**src/rtl/trans_link_pkg.sv**
```systemverilog
package trans_link_pkg;
  typedef struct packed {
    logic shiftEn;   // one bit accepted this cycle
    logic bitVal;    // value of the accepted bit
    logic complete;  // accepted bit is the last of a token
  } linkStrobe_t;
endpackage

```
**src/rtl/link_sync.sv**
```systemverilog
module link_sync #(
  parameter int WIDTH  = 2,
  parameter int STAGES = 2
) (
  input  logic             clk,
  input  logic             rst_n,
  input  logic [WIDTH-1:0] asyncIn,
  output logic [WIDTH-1:0] syncOut
);
  logic [WIDTH-1:0] stage [STAGES];

  genvar s;
  generate
    for (s = 0; s < STAGES; s++) begin : g_stage
      if (s == 0) begin : g_first
        always_ff @(posedge clk or negedge rst_n)
          if (!rst_n) stage[s] <= '0;
          else        stage[s] <= asyncIn;
      end else begin : g_rest
        always_ff @(posedge clk or negedge rst_n)
          if (!rst_n) stage[s] <= '0;
          else        stage[s] <= stage[s-1];
      end
    end
  endgenerate

  assign syncOut = stage[STAGES-1];
endmodule

```
**src/rtl/link_rx_ctrl.sv**
```systemverilog
module link_rx_ctrl
  import trans_link_pkg::*;
#(
  parameter int TOKEN_BITS = 10
) (
  input  logic        clk,
  input  logic        rst_n,
  input  logic [1:0]  wireSync,
  output linkStrobe_t strobe,
  output logic        protoErr
);
  localparam int CNT_W = $clog2(TOKEN_BITS);
  localparam logic [CNT_W-1:0] LAST_IDX = CNT_W'(TOKEN_BITS - 1);

  logic [1:0]       seenLvl;
  logic [1:0]       change;
  logic [CNT_W-1:0] bitCnt;

  assign change = wireSync ^ seenLvl;

  always_comb begin
    strobe.shiftEn  = change[0] ^ change[1];
    strobe.bitVal   = change[1];
    strobe.complete = strobe.shiftEn && (bitCnt == LAST_IDX);
  end

  always_ff @(posedge clk or negedge rst_n) begin
    if (!rst_n) begin
      seenLvl  <= '0;
      bitCnt   <= '0;
      protoErr <= 1'b0;
    end else begin
      seenLvl  <= wireSync;
      protoErr <= &change;
      if (strobe.complete)     bitCnt <= '0;
      else if (strobe.shiftEn) bitCnt <= bitCnt + 1'b1;
    end
  end

  // Bit counter never leaves the token range
  assert_count_range_R6: assert property (@(posedge clk) disable iff (!rst_n)
    bitCnt <= LAST_IDX);

  // A double change leaves the count of the token untouched
  assert_err_keeps_count_R7: assert property (@(posedge clk) disable iff (!rst_n)
    (&change) |=> $stable(bitCnt));

  // With no change the recorded levels are kept
  assert_idle_stable_R8: assert property (@(posedge clk) disable iff (!rst_n)
    (change == 2'b00) |=> $stable(seenLvl));
endmodule

```
**src/rtl/link_rx_dp.sv**
```systemverilog
module link_rx_dp
  import trans_link_pkg::*;
#(
  parameter int TOKEN_BITS = 10
) (
  input  logic                  clk,
  input  logic                  rst_n,
  input  linkStrobe_t           strobe,
  output logic                  ackOut,
  output logic [TOKEN_BITS-1:0] tokenData,
  output logic                  tokenValid
);
  logic [TOKEN_BITS-1:0] shiftReg;
  logic [TOKEN_BITS-1:0] shiftNext;

  assign shiftNext = {strobe.bitVal, shiftReg[TOKEN_BITS-1:1]};

  always_ff @(posedge clk or negedge rst_n) begin
    if (!rst_n) begin
      shiftReg   <= '0;
      ackOut     <= 1'b0;
      tokenData  <= '0;
      tokenValid <= 1'b0;
    end else begin
      tokenValid <= strobe.complete;
      if (strobe.shiftEn) begin
        ackOut <= ~ackOut;
        if (strobe.complete) begin
          tokenData <= shiftNext;
          shiftReg  <= '0;
        end else begin
          shiftReg  <= shiftNext;
        end
      end
    end
  end

  // Every accepted bit flips the acknowledge exactly once
  assert_ack_flip_R5: assert property (@(posedge clk) disable iff (!rst_n)
    strobe.shiftEn |=> (ackOut != $past(ackOut)));

  assert_ack_hold_R5: assert property (@(posedge clk) disable iff (!rst_n)
    !strobe.shiftEn |=> $stable(ackOut));

  // Token valid is a single-cycle pulse and data is held between tokens
  assert_valid_pulse_R6: assert property (@(posedge clk) disable iff (!rst_n)
    tokenValid |=> !tokenValid);

  assert_data_hold_R6: assert property (@(posedge clk) disable iff (!rst_n)
    !strobe.complete |=> $stable(tokenData));
endmodule

```
**src/rtl/trans_link_rx.sv**
```systemverilog
module trans_link_rx
  import trans_link_pkg::*;
#(
  parameter int TOKEN_BITS  = 10,
  parameter int SYNC_STAGES = 2
) (
  input  logic                  clk,
  input  logic                  rst_n,
  input  logic                  wireZero,
  input  logic                  wireOne,
  output logic                  ackOut,
  output logic [TOKEN_BITS-1:0] tokenData,
  output logic                  tokenValid,
  output logic                  protoErr
);
  logic [1:0]  wireSync;
  linkStrobe_t strobe;

  link_sync #(.WIDTH(2), .STAGES(SYNC_STAGES)) sync_i (
    .clk(clk), .rst_n(rst_n),
    .asyncIn({wireOne, wireZero}), .syncOut(wireSync)
  );

  link_rx_ctrl #(.TOKEN_BITS(TOKEN_BITS)) ctrl_i (
    .clk(clk), .rst_n(rst_n), .wireSync(wireSync),
    .strobe(strobe), .protoErr(protoErr)
  );

  link_rx_dp #(.TOKEN_BITS(TOKEN_BITS)) dp_i (
    .clk(clk), .rst_n(rst_n), .strobe(strobe),
    .ackOut(ackOut), .tokenData(tokenData), .tokenValid(tokenValid)
  );

  // A protocol error never coincides with an acknowledge flip
  assert_err_no_ack_R7: assert property (@(posedge clk) disable iff (!rst_n)
    protoErr |-> $stable(ackOut));

  assert_err_no_valid_R7: assert property (@(posedge clk) disable iff (!rst_n)
    protoErr |-> !tokenValid);
endmodule

```
**config.mk**
```make
export PLATFORM = sky130hd
export DESIGN_NAME = trans_link_rx
export DESIGN_NICKNAME = d
export VERILOG_FILES = /design/src/rtl/trans_link_pkg.sv /design/src/rtl/link_sync.sv /design/src/rtl/link_rx_ctrl.sv /design/src/rtl/link_rx_dp.sv /design/src/rtl/trans_link_rx.sv
export SDC_FILE = /design/constraint.sdc
export NUM_CORES = 1
export LEC_CHECK = 0
export ABC_AREA = 1
export CAP_MARGIN = 20
export CORE_MARGIN = 2
export CORE_UTILIZATION = 35
export CTS_CLUSTER_DIAMETER = 50
export DETAILED_ROUTE_END_ITERATION = 10
export DONT_BUFFER_PORTS = 1
export HOLD_SLACK_MARGIN = 0.08
export PLACE_DENSITY = 0.56
export SYNTH_ARGS = -nofsm -noshare
export SYNTH_HDL_FRONTEND = slang
export SYNTH_SLANG_ARGS = --single-unit
```
**constraint.sdc**
```tcl
create_clock -name clk -period 1.6 [get_ports clk]
set_clock_uncertainty 0.05 [all_clocks]
set_input_delay 0 -clock clk [delete_from_list [all_inputs] [get_ports clk]]
set_output_delay 0 -clock clk [all_outputs]
set_load 0.01 [all_outputs]
```
==> impl_metrics.tcl <==
set metrics [dict create \
    post-route-util_pct 43.9 \
    core-area_mm2 0.00339 \
    first_pass_iters 4 \
    r2r_start "ctrl_i.seenLvl[0]" \
    cp-start-kind "flip-flop" \
    period_needed_ps 1490 \
    crit_fanout 8 \
    ys_warn_count 0 \
    rsz0062_at_grt "false" \
    rr_endpoint "dp_i.shiftReg[5]" \
    ios 17 \
    htreeDepth 2 \
    r2r_slack_ps 110 \
    worstMarginPinSlew_ps 252 \
    synth-seq-area-share_pct 63.7 \
    n_fill_cell 331 \
    root_buffer "clkbuf_4" \
    num_rows 21 \
    cts_tree "built" \
    grt_pass1_vias 860 \
    multi_input_comb_area_um2 399 \
    place_hpwl_mm 1.33 \
    grt-ovfl-total 0 \
    synth_top_area_share_pct 63.7 \
    synthesis.nets 136 \
    hold_path.class "input port to flip-flop" \
    seq_area_um2 801 \
    die_x_um 63.9 \
    vias 851 \
    reg2regPathDepth 6 \
    fp.dieArea_mm2 0.00408 \
    max_freq_ghz 0.669 \
    grt_pass1_wl_mm 3.71 \
    fin_crit_sh_pct 93.4 \
    slowest_stage "dfrtp_1" \
    grt_max_degree 33 \
    io_buffers 0 \
    final_cell_area_mm2 0.00149 \
    grtUsageTotal_pct 12.0 \
    ys_types 13 \
    powerDensity_mw_per_mm2 1560 \
    endpoint_kind "flip-flop" \
    nets 150 \
    critPathMaxStageDelay_ps 380 \
    slew_viol_final 0 \
    p_leak_nw 0.789 \
    insertion_delay_ps 340 \
    hold-path-endpoint "sync_i.stage[3]" \
    syn_area_mm2 0.00126 \
    clock_path_buffers 2 \
    place_area_mm2 0.00132 \
    ys_ff_latch 32 \
    numCtsBuffers 5 \
    routed_via_density 4.48 \
    route.detailed.drc 0 \
    drv_cap 0 \
    synth_cells 129 \
    ant_nets 0 \
    syn_to_final_growth_pct 18.4 \
    arrival_ps 1690 \
    setup_viol 0 \
    wl_per_cell_um 10.9 \
    start_util_pct 37.1 \
    hold_viol_final 0 \
    critPathRequiredTime_ps 1790 \
    slew_headroom_pct 83.1 \
    grt_antenna_before_repair 0 \
    min_path_cells 1 \
    worstHoldStart "wireOne" \
    n_antenna_cell 0 \
    clock_sinks 32 \
    yosysTopAreaCell "dfrtp_1" \
    die_h_um 63.9 \
    synth.top_cells.by_area "dfrtp_1, nand2_1, nand3_1, ha_1, inv_1" \
    peakVddDrop_mv 0.658 \
    critical_path_class "flip-flop to flip-flop" \
    path_clk_slew_ps 100 \
    wl_mm 2.07 \
    drt_iter0_markers 22 \
    synth.avg_cell_area_um2 9.74 \
    drive_gt1_share_pct 15.3 \
    cpMostUsedCell "nand2_1" \
    gp_congestion 0.686 \
    path_cells "xor2_1, ha_4, buf_6, clkinvlp_2, nand2_1, nand2_1" \
    status "complete, no violations" \
]
==> cell usage in the layout (no fill, tap or decap), drive strengths merged <==
cell,synthesis,routed
a21oi,1,1
clkinvlp,0,3
nand2,60,60
dlygate4sd3,0,4
ha,3,3
nand3,12,12
nand4,1,1
buf,6,8
dfrtp,32,32
nor2,4,4
inv,8,7
clkbuf,0,7
xor2,2,2
==> metal layers <==
metal	routed length, um	up-vias	GRT usage, %
li1	-	423	-
met1	937	406	12.8
met4	44	0	5.71
met3	126	6	6.34
met5	0	-	0
met2	963	16	19.5
==> cells by family after synthesis <==
group	Yosys count	synth area share, %
simple gates	77	25.6
flops	32	63.7
buf+inv	14	5.88
fa+ha+maj	3	2.99
xor+xnor	2	1.39
compound gates	1	0.398
==> through the flow <==
| step | hold WS, ps | TNS [ps] | cells | setup WS [ps] | power (mW) |
|---|---|---|---|---|---|
| finish | 168 | 0 | 190 | 106 | 2.32 |
| global route | 147 | 0 | 190 | 8.25 | 2.52 |
| CTS | 148 | -1.75 | 187 | -1.75 | 2.33 |
| detailed placement | -345 | 0 | 174 | 24.5 | 1.79 |
| global placement | -345 | 0 | 174 | 67.4 | 1.77 |
| floorplan | -346 | 0 | 129 | 121 | 1.67 |
==> what timing repair did <==
item                                    CTS  global route
endpoints found under the setup margin    1            22
pin swaps                                 0             2
endpoints found under the hold margin    34             0
cloned                                    0             1
setup buffers                             0             2
hold buffers                              5             0
resized for setup                         1             4
==> layout make-up <==
type,instances,share of cell area (%)
clock inverter,1,0.505
inverter,8,2.27
clock buffer,7,3.70
timing repair buffer,12,8.66
multi-input combinational,83,26.8
tap,46,3.87
sequential,32,53.8
timing repair inverter,1,0.336
==> worst max-delay path, delay by kind of cell (launching register included) <==
kind                     cells  cell delay (ps)
buffers and inverters        2              320
XOR/XNOR                     1              190
AND/OR/NAND/NOR              2              150
adder cells (fa/ha/maj)      1              310
flip-flops                   1              380
==> cell usage after synthesis <==
| cell | count |
|---|---|
| xor2_1 | 2 |
| inv_2 | 1 |
| nand3_1 | 12 |
| ha_1 | 3 |
| buf_6 | 1 |
| inv_1 | 7 |
| buf_2 | 2 |
| nand2_1 | 60 |
| nor2_1 | 4 |
| dfrtp_1 | 32 |
| buf_4 | 3 |
| a21oi_1 | 1 |
| nand4_4 | 1 |
==> registers in the layout (all words and copies together), names as in the netlist <==
| register | cells |
|---|---|
| dp_i.shiftReg | 9 |
| ctrl_i.protoErr | 1 |
| dp_i.tokenValid | 1 |
| sync_i.syncOut | 2 |
| ctrl_i.seenLvl | 2 |
| dp_i.ackOut | 1 |
| dp_i.tokenData | 10 |
| ctrl_i.bitCnt | 4 |
| sync_i.stage | 2 |
==> worst max path at each step <==
stage                            from                to  cells after the start
floorplan           ctrl_i.seenLvl[0]  dp_i.shiftReg[1]                      7
global placement    ctrl_i.seenLvl[0]  dp_i.shiftReg[9]                      6
finish              ctrl_i.seenLvl[0]  dp_i.shiftReg[5]                      6
detailed placement  sync_i.syncOut[1]  dp_i.shiftReg[3]                      7
global route        sync_i.syncOut[1]  ctrl_i.bitCnt[3]                     10
CTS                 ctrl_i.seenLvl[0]  dp_i.shiftReg[3]                      6
==> report_power, final <==
| group | internal, mW | total, mW | switching [mW] |
|---|---|---|---|
| Combinational | 0.234 | 0.519 | 0.285 |
| Sequential | 1.06 | 1.31 | 0.248 |
| Clock | 0.215 | 0.489 | 0.274 |
| Total | 1.51 | 2.32 | 0.807 |
Power figures use the tool's default switching activity.
